## src/rtl/vs_pkg.sv

```systemverilog
// Package for the voice sequencer: E-phase encoding and default sizes.
package vs_pkg;
    // Four clock phases per E period; E is high during the HI phases.
    typedef enum logic [1:0] {
        PH_LO0 = 2'd0,
        PH_LO1 = 2'd1,
        PH_HI0 = 2'd2,
        PH_HI1 = 2'd3
    } phase_t;

    localparam int unsigned DEF_MAX_VOICES = 25;
    localparam int unsigned DEF_VOICE_W    = 5;
    localparam int unsigned DEF_ADDR_W     = 16;
    localparam int unsigned DEF_CA_W       = 4;
    localparam int unsigned DEF_BANK_W     = 3;
    localparam int unsigned DEF_SMP_W      = 16;
    localparam int unsigned DEF_VOL_W      = 12;
    localparam int unsigned DEF_SLOT_W     = 16;
endpackage

```

## src/rtl/vs_phase_gen.sv

```systemverilog
// Phase generator: splits the input clock into four phases per E period.
// Assumes: a free-running clock; after reset the first cycle is PH_LO0.
module vs_phase_gen
    import vs_pkg::*;
(
    input  logic   clk,
    input  logic   rst_n,
    output phase_t ph,
    output logic   e_pin
);
    // Step the phase every clock and start again from PH_LO0 on reset.
    always_ff @(posedge clk) begin
        if (!rst_n) ph <= PH_LO0;
        else        ph <= phase_t'(ph + 2'd1);
    end

    // E is high in the second half of the period.
    assign e_pin = ph[1];
endmodule

```

## src/rtl/vs_slot_counter.sv

```systemverilog
// Slot counter: keeps the fetch index and the voice number.
// Assumes: updates happen on the PH_LO1 edge of a voice's second E period.
module vs_slot_counter
    import vs_pkg::*;
#(
    parameter int unsigned MAX_VOICES = DEF_MAX_VOICES,
    parameter int unsigned VOICE_W    = DEF_VOICE_W
) (
    input  logic               clk,
    input  logic               rst_n,
    input  phase_t             ph,
    input  logic [VOICE_W-1:0] active_cnt,
    output logic [VOICE_W-1:0] voice_idx,
    output logic               fetch_idx,
    output logic               voice_upd,
    output logic               frame_end
);
    localparam logic [VOICE_W-1:0] LAST_V = VOICE_W'(MAX_VOICES - 1);

    logic [VOICE_W-1:0] limit;

    // Active count capped at the last voice the engine supports.
    assign limit     = (active_cnt > LAST_V) ? LAST_V : active_cnt;
    assign voice_upd = (ph == PH_LO1) && fetch_idx;
    assign frame_end = voice_upd && (voice_idx >= limit);

    // Alternate the fetch index, then advance or wrap the voice at update.
    always_ff @(posedge clk) begin
        if (!rst_n) begin
            fetch_idx <= 1'b0;
            voice_idx <= '0;
        end else if (ph == PH_LO1) begin
            if (fetch_idx) begin
                fetch_idx <= 1'b0;
                voice_idx <= frame_end ? '0 : voice_idx + 1'b1;
            end else begin
                fetch_idx <= 1'b1;
            end
        end
    end
endmodule

```

## src/rtl/vs_host_window.sv

```systemverilog
// Host window: a request is held until the E falling edge and granted
// in the last E-high cycle.
// Assumes: the host keeps its request up until it sees host_ack.
module vs_host_window
    import vs_pkg::*;
(
    input  logic   clk,
    input  logic   rst_n,
    input  phase_t ph,
    input  logic   host_req,
    output logic   host_ack
);
    logic pending;

    // Grant in the last E-high cycle if a request is waiting.
    assign host_ack = pending && (ph == PH_HI1);

    // Collect requests and drop them at every E falling edge.
    always_ff @(posedge clk) begin
        if (!rst_n)             pending <= 1'b0;
        else if (ph == PH_HI1)  pending <= 1'b0;
        else                    pending <= pending | host_req;
    end
endmodule

```

## src/rtl/vs_out_stage.sv

```systemverilog
// Output stage: scales the voice output and writes it into the slot
// named by its channel field.
// Assumes: the inputs describe the voice being updated in the wr_en cycle.
module vs_out_stage
    import vs_pkg::*;
#(
    parameter int unsigned CA_W   = DEF_CA_W,
    parameter int unsigned SMP_W  = DEF_SMP_W,
    parameter int unsigned VOL_W  = DEF_VOL_W,
    parameter int unsigned SLOT_W = DEF_SLOT_W
) (
    input  logic                          clk,
    input  logic                          rst_n,
    input  logic                          wr_en,
    input  logic [CA_W-1:0]               chan_sel,
    input  logic [SMP_W-1:0]              filt_in,
    input  logic [VOL_W-1:0]              vol_in,
    output logic [(1<<CA_W)-1:0]          chan_we,
    output logic [(1<<CA_W)*SLOT_W-1:0]   slot_bus
);
    localparam int unsigned NSLOT  = 1 << CA_W;
    localparam int unsigned PRE_SH = 3;
    localparam int unsigned POST_SH = VOL_W;
    localparam int unsigned PW     = SMP_W + VOL_W + 1;

    logic signed [SMP_W-1:0] fsig;
    logic signed [SMP_W-1:0] f_sh;
    logic signed [PW-1:0]    prod;
    logic [SLOT_W-1:0]       new_val;

    // Signed sample, shifted down, times the unsigned volume.
    assign fsig    = filt_in;
    assign f_sh    = fsig >>> PRE_SH;
    assign prod    = $signed({{(PW-SMP_W){f_sh[SMP_W-1]}}, f_sh})
                   * $signed({{(PW-VOL_W){1'b0}}, vol_in});
    assign new_val = SLOT_W'(prod >>> POST_SH);

    // Write enable for the addressed slot only.
    assign chan_we = wr_en ? (NSLOT'(1) << chan_sel) : '0;

    for (genvar k = 0; k < NSLOT; k++) begin : g_slot
        // Hold slot k, load it when its write enable is set.
        always_ff @(posedge clk) begin
            if (!rst_n)         slot_bus[k*SLOT_W +: SLOT_W] <= '0;
            else if (chan_we[k]) slot_bus[k*SLOT_W +: SLOT_W] <= new_val;
        end
    end
endmodule

```

## src/rtl/voice_sequencer.sv

```systemverilog
// Voice sequencer top: E-phase timing, two fetches per voice, voice and
// frame stepping, host window and the output slots.
// Assumes: outside storage presents the values of voice voice_idx.
module voice_sequencer
    import vs_pkg::*;
#(
    parameter int unsigned MAX_VOICES = DEF_MAX_VOICES,
    parameter int unsigned VOICE_W    = DEF_VOICE_W,
    parameter int unsigned ADDR_W     = DEF_ADDR_W,
    parameter int unsigned CA_W       = DEF_CA_W,
    parameter int unsigned BANK_W     = DEF_BANK_W,
    parameter int unsigned SMP_W      = DEF_SMP_W,
    parameter int unsigned VOL_W      = DEF_VOL_W,
    parameter int unsigned SLOT_W     = DEF_SLOT_W
) (
    input  logic                           clk,
    input  logic                           rst_n,
    input  logic [VOICE_W-1:0]             active_cnt,
    input  logic [ADDR_W-1:0]              acc_int,
    input  logic [CA_W-1:0]                chan_sel,
    input  logic [SMP_W-1:0]               filt_in,
    input  logic [VOL_W-1:0]               vol_in,
    input  logic                           host_req,
    output logic                           e_pin,
    output logic [VOICE_W-1:0]             voice_idx,
    output logic                           fetch_idx,
    output logic                           voice_upd,
    output logic                           frame_end,
    output logic                           mem_rd,
    output logic [BANK_W-1:0]              mem_bank,
    output logic [ADDR_W-1:0]              mem_addr,
    output logic [(1<<CA_W)-1:0]           chan_we,
    output logic [(1<<CA_W)*SLOT_W-1:0]    slot_bus,
    output logic                           host_ack
);
    phase_t ph;

    vs_phase_gen u_phase (
        .clk   (clk),
        .rst_n (rst_n),
        .ph    (ph),
        .e_pin (e_pin)
    );

    vs_slot_counter #(
        .MAX_VOICES (MAX_VOICES),
        .VOICE_W    (VOICE_W)
    ) u_count (
        .clk        (clk),
        .rst_n      (rst_n),
        .ph         (ph),
        .active_cnt (active_cnt),
        .voice_idx  (voice_idx),
        .fetch_idx  (fetch_idx),
        .voice_upd  (voice_upd),
        .frame_end  (frame_end)
    );

    vs_host_window u_host (
        .clk      (clk),
        .rst_n    (rst_n),
        .ph       (ph),
        .host_req (host_req),
        .host_ack (host_ack)
    );

    vs_out_stage #(
        .CA_W   (CA_W),
        .SMP_W  (SMP_W),
        .VOL_W  (VOL_W),
        .SLOT_W (SLOT_W)
    ) u_out (
        .clk      (clk),
        .rst_n    (rst_n),
        .wr_en    (voice_upd),
        .chan_sel (chan_sel),
        .filt_in  (filt_in),
        .vol_in   (vol_in),
        .chan_we  (chan_we),
        .slot_bus (slot_bus)
    );

    // Fetch strobe at the start of E-low; address is integer part + fetch.
    assign mem_rd   = (ph == PH_LO0);
    assign mem_addr = acc_int + ADDR_W'(fetch_idx);
    assign mem_bank = chan_sel[BANK_W-1:0];
endmodule

```

## config.mk

```make
export PLATFORM = sky130hd
export DESIGN_NAME = voice_sequencer
export DESIGN_NICKNAME = d
export VERILOG_FILES = /design/src/rtl/vs_pkg.sv /design/src/rtl/vs_phase_gen.sv /design/src/rtl/vs_slot_counter.sv /design/src/rtl/vs_host_window.sv /design/src/rtl/vs_out_stage.sv /design/src/rtl/voice_sequencer.sv
export SDC_FILE = /design/constraint.sdc
export NUM_CORES = 1
export LEC_CHECK = 0
export BUFFER_PORTS_ARGS = -buffer_cell sky130_fd_sc_hd__clkbuf_2
export CORE_ASPECT_RATIO = 0.8
export CORE_MARGIN = 1.5
export CORE_UTILIZATION = 60
export CTS_CLUSTER_SIZE = 16
export DETAILED_ROUTE_END_ITERATION = 7
export GPL_TIMING_DRIVEN = 0
export PLACE_DENSITY = 0.88
export SYNTH_ARGS = -nofsm -noshare
export SYNTH_HDL_FRONTEND = slang
export SYNTH_SLANG_ARGS = --single-unit
```

## constraint.sdc

```tcl
create_clock -name clk -period 15.7 [get_ports clk]
set_clock_uncertainty 0.05 [all_clocks]
set_input_delay 2.355 -clock clk [delete_from_list [all_inputs] [get_ports clk]]
set_output_delay 2.355 -clock clk [all_outputs]
set_load 0.1 [all_outputs]
```

==> results.cfg <==
[status]
run_status = completed

[sta]
hold_viol_final = 0
finalSetupViolCount = 0
fmax_ghz = 0.118
min_period_ns = 8.51
tightestPinTransition_ns = 1.16
relSlewSlack = 0.219
finalMaxSlewViolations = 0
finalCritPeriodShare = 0.542
rsz0062_at_grt = no
fin_setup_tns_ns = 0

[clock_network]
numCtsBuffers = 22
hold_buffers = 0
cts.repair.resized = 0
clk_path_buf_depth = 3
worstSkewPairLatency_ns = 0.50
clockRootBuffer = clkbuf_16
cts_tree = yes
clkSinkCount = 233
h-tree-depth = 1
clk_pin_slew_ns = 0.07
cts_setup_buffers = 0

[floorplanning]
die_w_um = 182
dieArea_um2 = 26700
die_height_um = 146
core-area_um2 = 25200
row_count = 52
start_util = 0.610
ios = 358

[detailed_routing]
vias_per_cell = 5.78
avgRoutedWirePerCell_um = 18.9
drc = 0
first_pass_iters = 6
ant_nets = 0
vias = 14400
drt-initial-drc-count = 1397
totalWireLength_um = 47200

[final_layout]
final_nets = 2425
syn2layout_area_growth_pct = 19.2
final_common_cell = clkbuf_2
multi_input_area_um2 = 9100
regArea_um2 = 4660
mostFrequentLayoutCells = clkbuf_2, dfxtp_1, nand2_1
fillCellCount = 1904
final_layout_size_suffix_gt1_frac = 0.222

[worst_setup_path]
critical_path_class = in -> reg
critPathArrivalTime_ns = 8.81
r2r_slack_ns = 12.78
startpoint_type = input port
crit_required_ns = 16.00
critPathCaptureType = flop
path_max_fanout = 10

[logic_synthesis]
yosysTopAreaCellShare = 0.303
synth-edff-count = 0
ys_async_sr_fraction = 0
synth_top_cells_by_area = dfxtp_1, fa_1, nand2_1, ha_1, o21ai_0
ys_seq_area_frac = 0.303
synth.largest_area_cell = dfxtp_1
ys.flop_type = dfxtp_1
syn_inst = 1777
synth_warnings = 0
synth_cell_types = 64
syn_nets = 2048
syn_area_um2 = 15400
syn_area_per_cell_um2 = 8.67
ys_ff_latch = 233

[global_route]
antenna_found_initial = 1
grt_max_degree = 16
grt.overflow.total = 0
grt_pass1_wl_um = 74900
gr-usage-all-layers = 0.355
grt_pass1_vias = 14300

[place]
place_congestion = 0.937
io_buffers = 353
dp_hpwl_um = 37300

[hold_path]
min_path_type = reg -> reg

[run]
drv_cap = 0
-- cell usage after synthesis (all sizes together) (4+ instances only) --
| cell | count |
|---|---|
| a21oi | 97 |
| nand3 | 79 |
| xor2 | 11 |
| fa | 147 |
| o21a | 4 |
| o211a | 32 |
| nor2b | 15 |
| a31oi | 18 |
| dfxtp | 233 |
| nand2 | 227 |
| xnor2 | 22 |
| nand4 | 26 |
| a211oi | 4 |
| clkbuf | 100 |
| a21boi | 36 |
| ha | 68 |
| o311ai | 18 |
| nor2 | 25 |
| a21o | 11 |
| inv | 237 |
| and3 | 6 |
| and2 | 88 |
| o21ai | 170 |
| nor3 | 19 |
| buf | 52 |
-- area by class of cell --
class | count | area share
clock buffers | 28 | 0.0328
repair buffers | 353 | 0.0962
diodes | 1 | 0.000136
multi-input cells | 1154 | 0.496
inverters | 238 | 0.0486
flip-flops and latches | 233 | 0.254
well taps | 324 | 0.0221
plain buffers | 152 | 0.0409
clock inverters | 11 | 0.00954
-- sequential cells by signal (all words and copies together) (netlist names) --
name               count
u_out.slot_bus       224
u_count.voice_idx      5
u_phase.ph             2
u_count.fetch_idx      1
u_host.pending         1
-- cells by family (layout without fill, tap and decap cells) --
| kind of cell | count (synthesis) | count (layout) | share of synthesized area |
|---|---|---|---|
| xor gates and xnor gates | 33 | 33 | 0.0197 |
| and+or+nand+nor | 497 | 497 | 0.154 |
| buffers and inverters | 390 | 782 | 0.107 |
| AOI/OAI and AO/OA | 406 | 406 | 0.169 |
| muxes | 3 | 3 | 0.00195 |
| other | 0 | 1 | 0 |
| adders and majority gates | 215 | 215 | 0.246 |
| DFF | 233 | 233 | 0.303 |
-- final timing paths --
check                       from             endpoint  cells past startpoint
max                    vol_in[4]  u_out.slot_bus[138]                     20
min          u_out.slot_bus[194]  u_out.slot_bus[194]                      2
max reg2reg        u_phase.ph[1]   u_out.slot_bus[60]                     10
min reg2reg  u_out.slot_bus[194]  u_out.slot_bus[194]                      2
-- layer usage --
layer	vias up	wire length (um)	global-route usage
met2	802	21400	0.572
met1	6982	18300	0.462
met5	-	0	0
met4	0	2210	0.147
met3	130	5200	0.0818
li1	6507	-	-
-- through the flow --
step / worst slack [ns] / instances / util / hold WS, ns / cell area, um2
detailed placement: 6.79 / 2454 / 0.697 / 0.396 / 17600
global route: 6.86 / 2494 / 0.727 / 0.434 / 18400
global placement: 6.96 / 2454 / 0.697 / 0.393 / 17600
finish: 7.19 / 2494 / 0.727 / 0.406 / 18400
CTS: 7.29 / 2493 / 0.727 / 0.405 / 18400
floorplan: 7.93 / 1777 / - / 0.389 / 15400
-- critical path, stage by stage --
cell	delay (ns)
clkbuf_2	0.12
clkbuf_1	0.43
nand2_1	0.26
fa_1	0.67
inv_1	0.15
fa_1	0.44
fa_1	0.52
fa_1	0.54
inv_1	0.05
fa_1	0.48
inv_1	0.05
ha_1	0.26
buf_2	0.17
and3_1	0.24
a221o_1	0.34
a31oi_1	0.25
o21ai_0	0.16
a221oi_2	0.63
clkbuf_1	0.49
o21ai_0	0.19
Power is not shown: default switching activity piles up to over one toggle a cycle in this logic, so the estimate is an artifact.
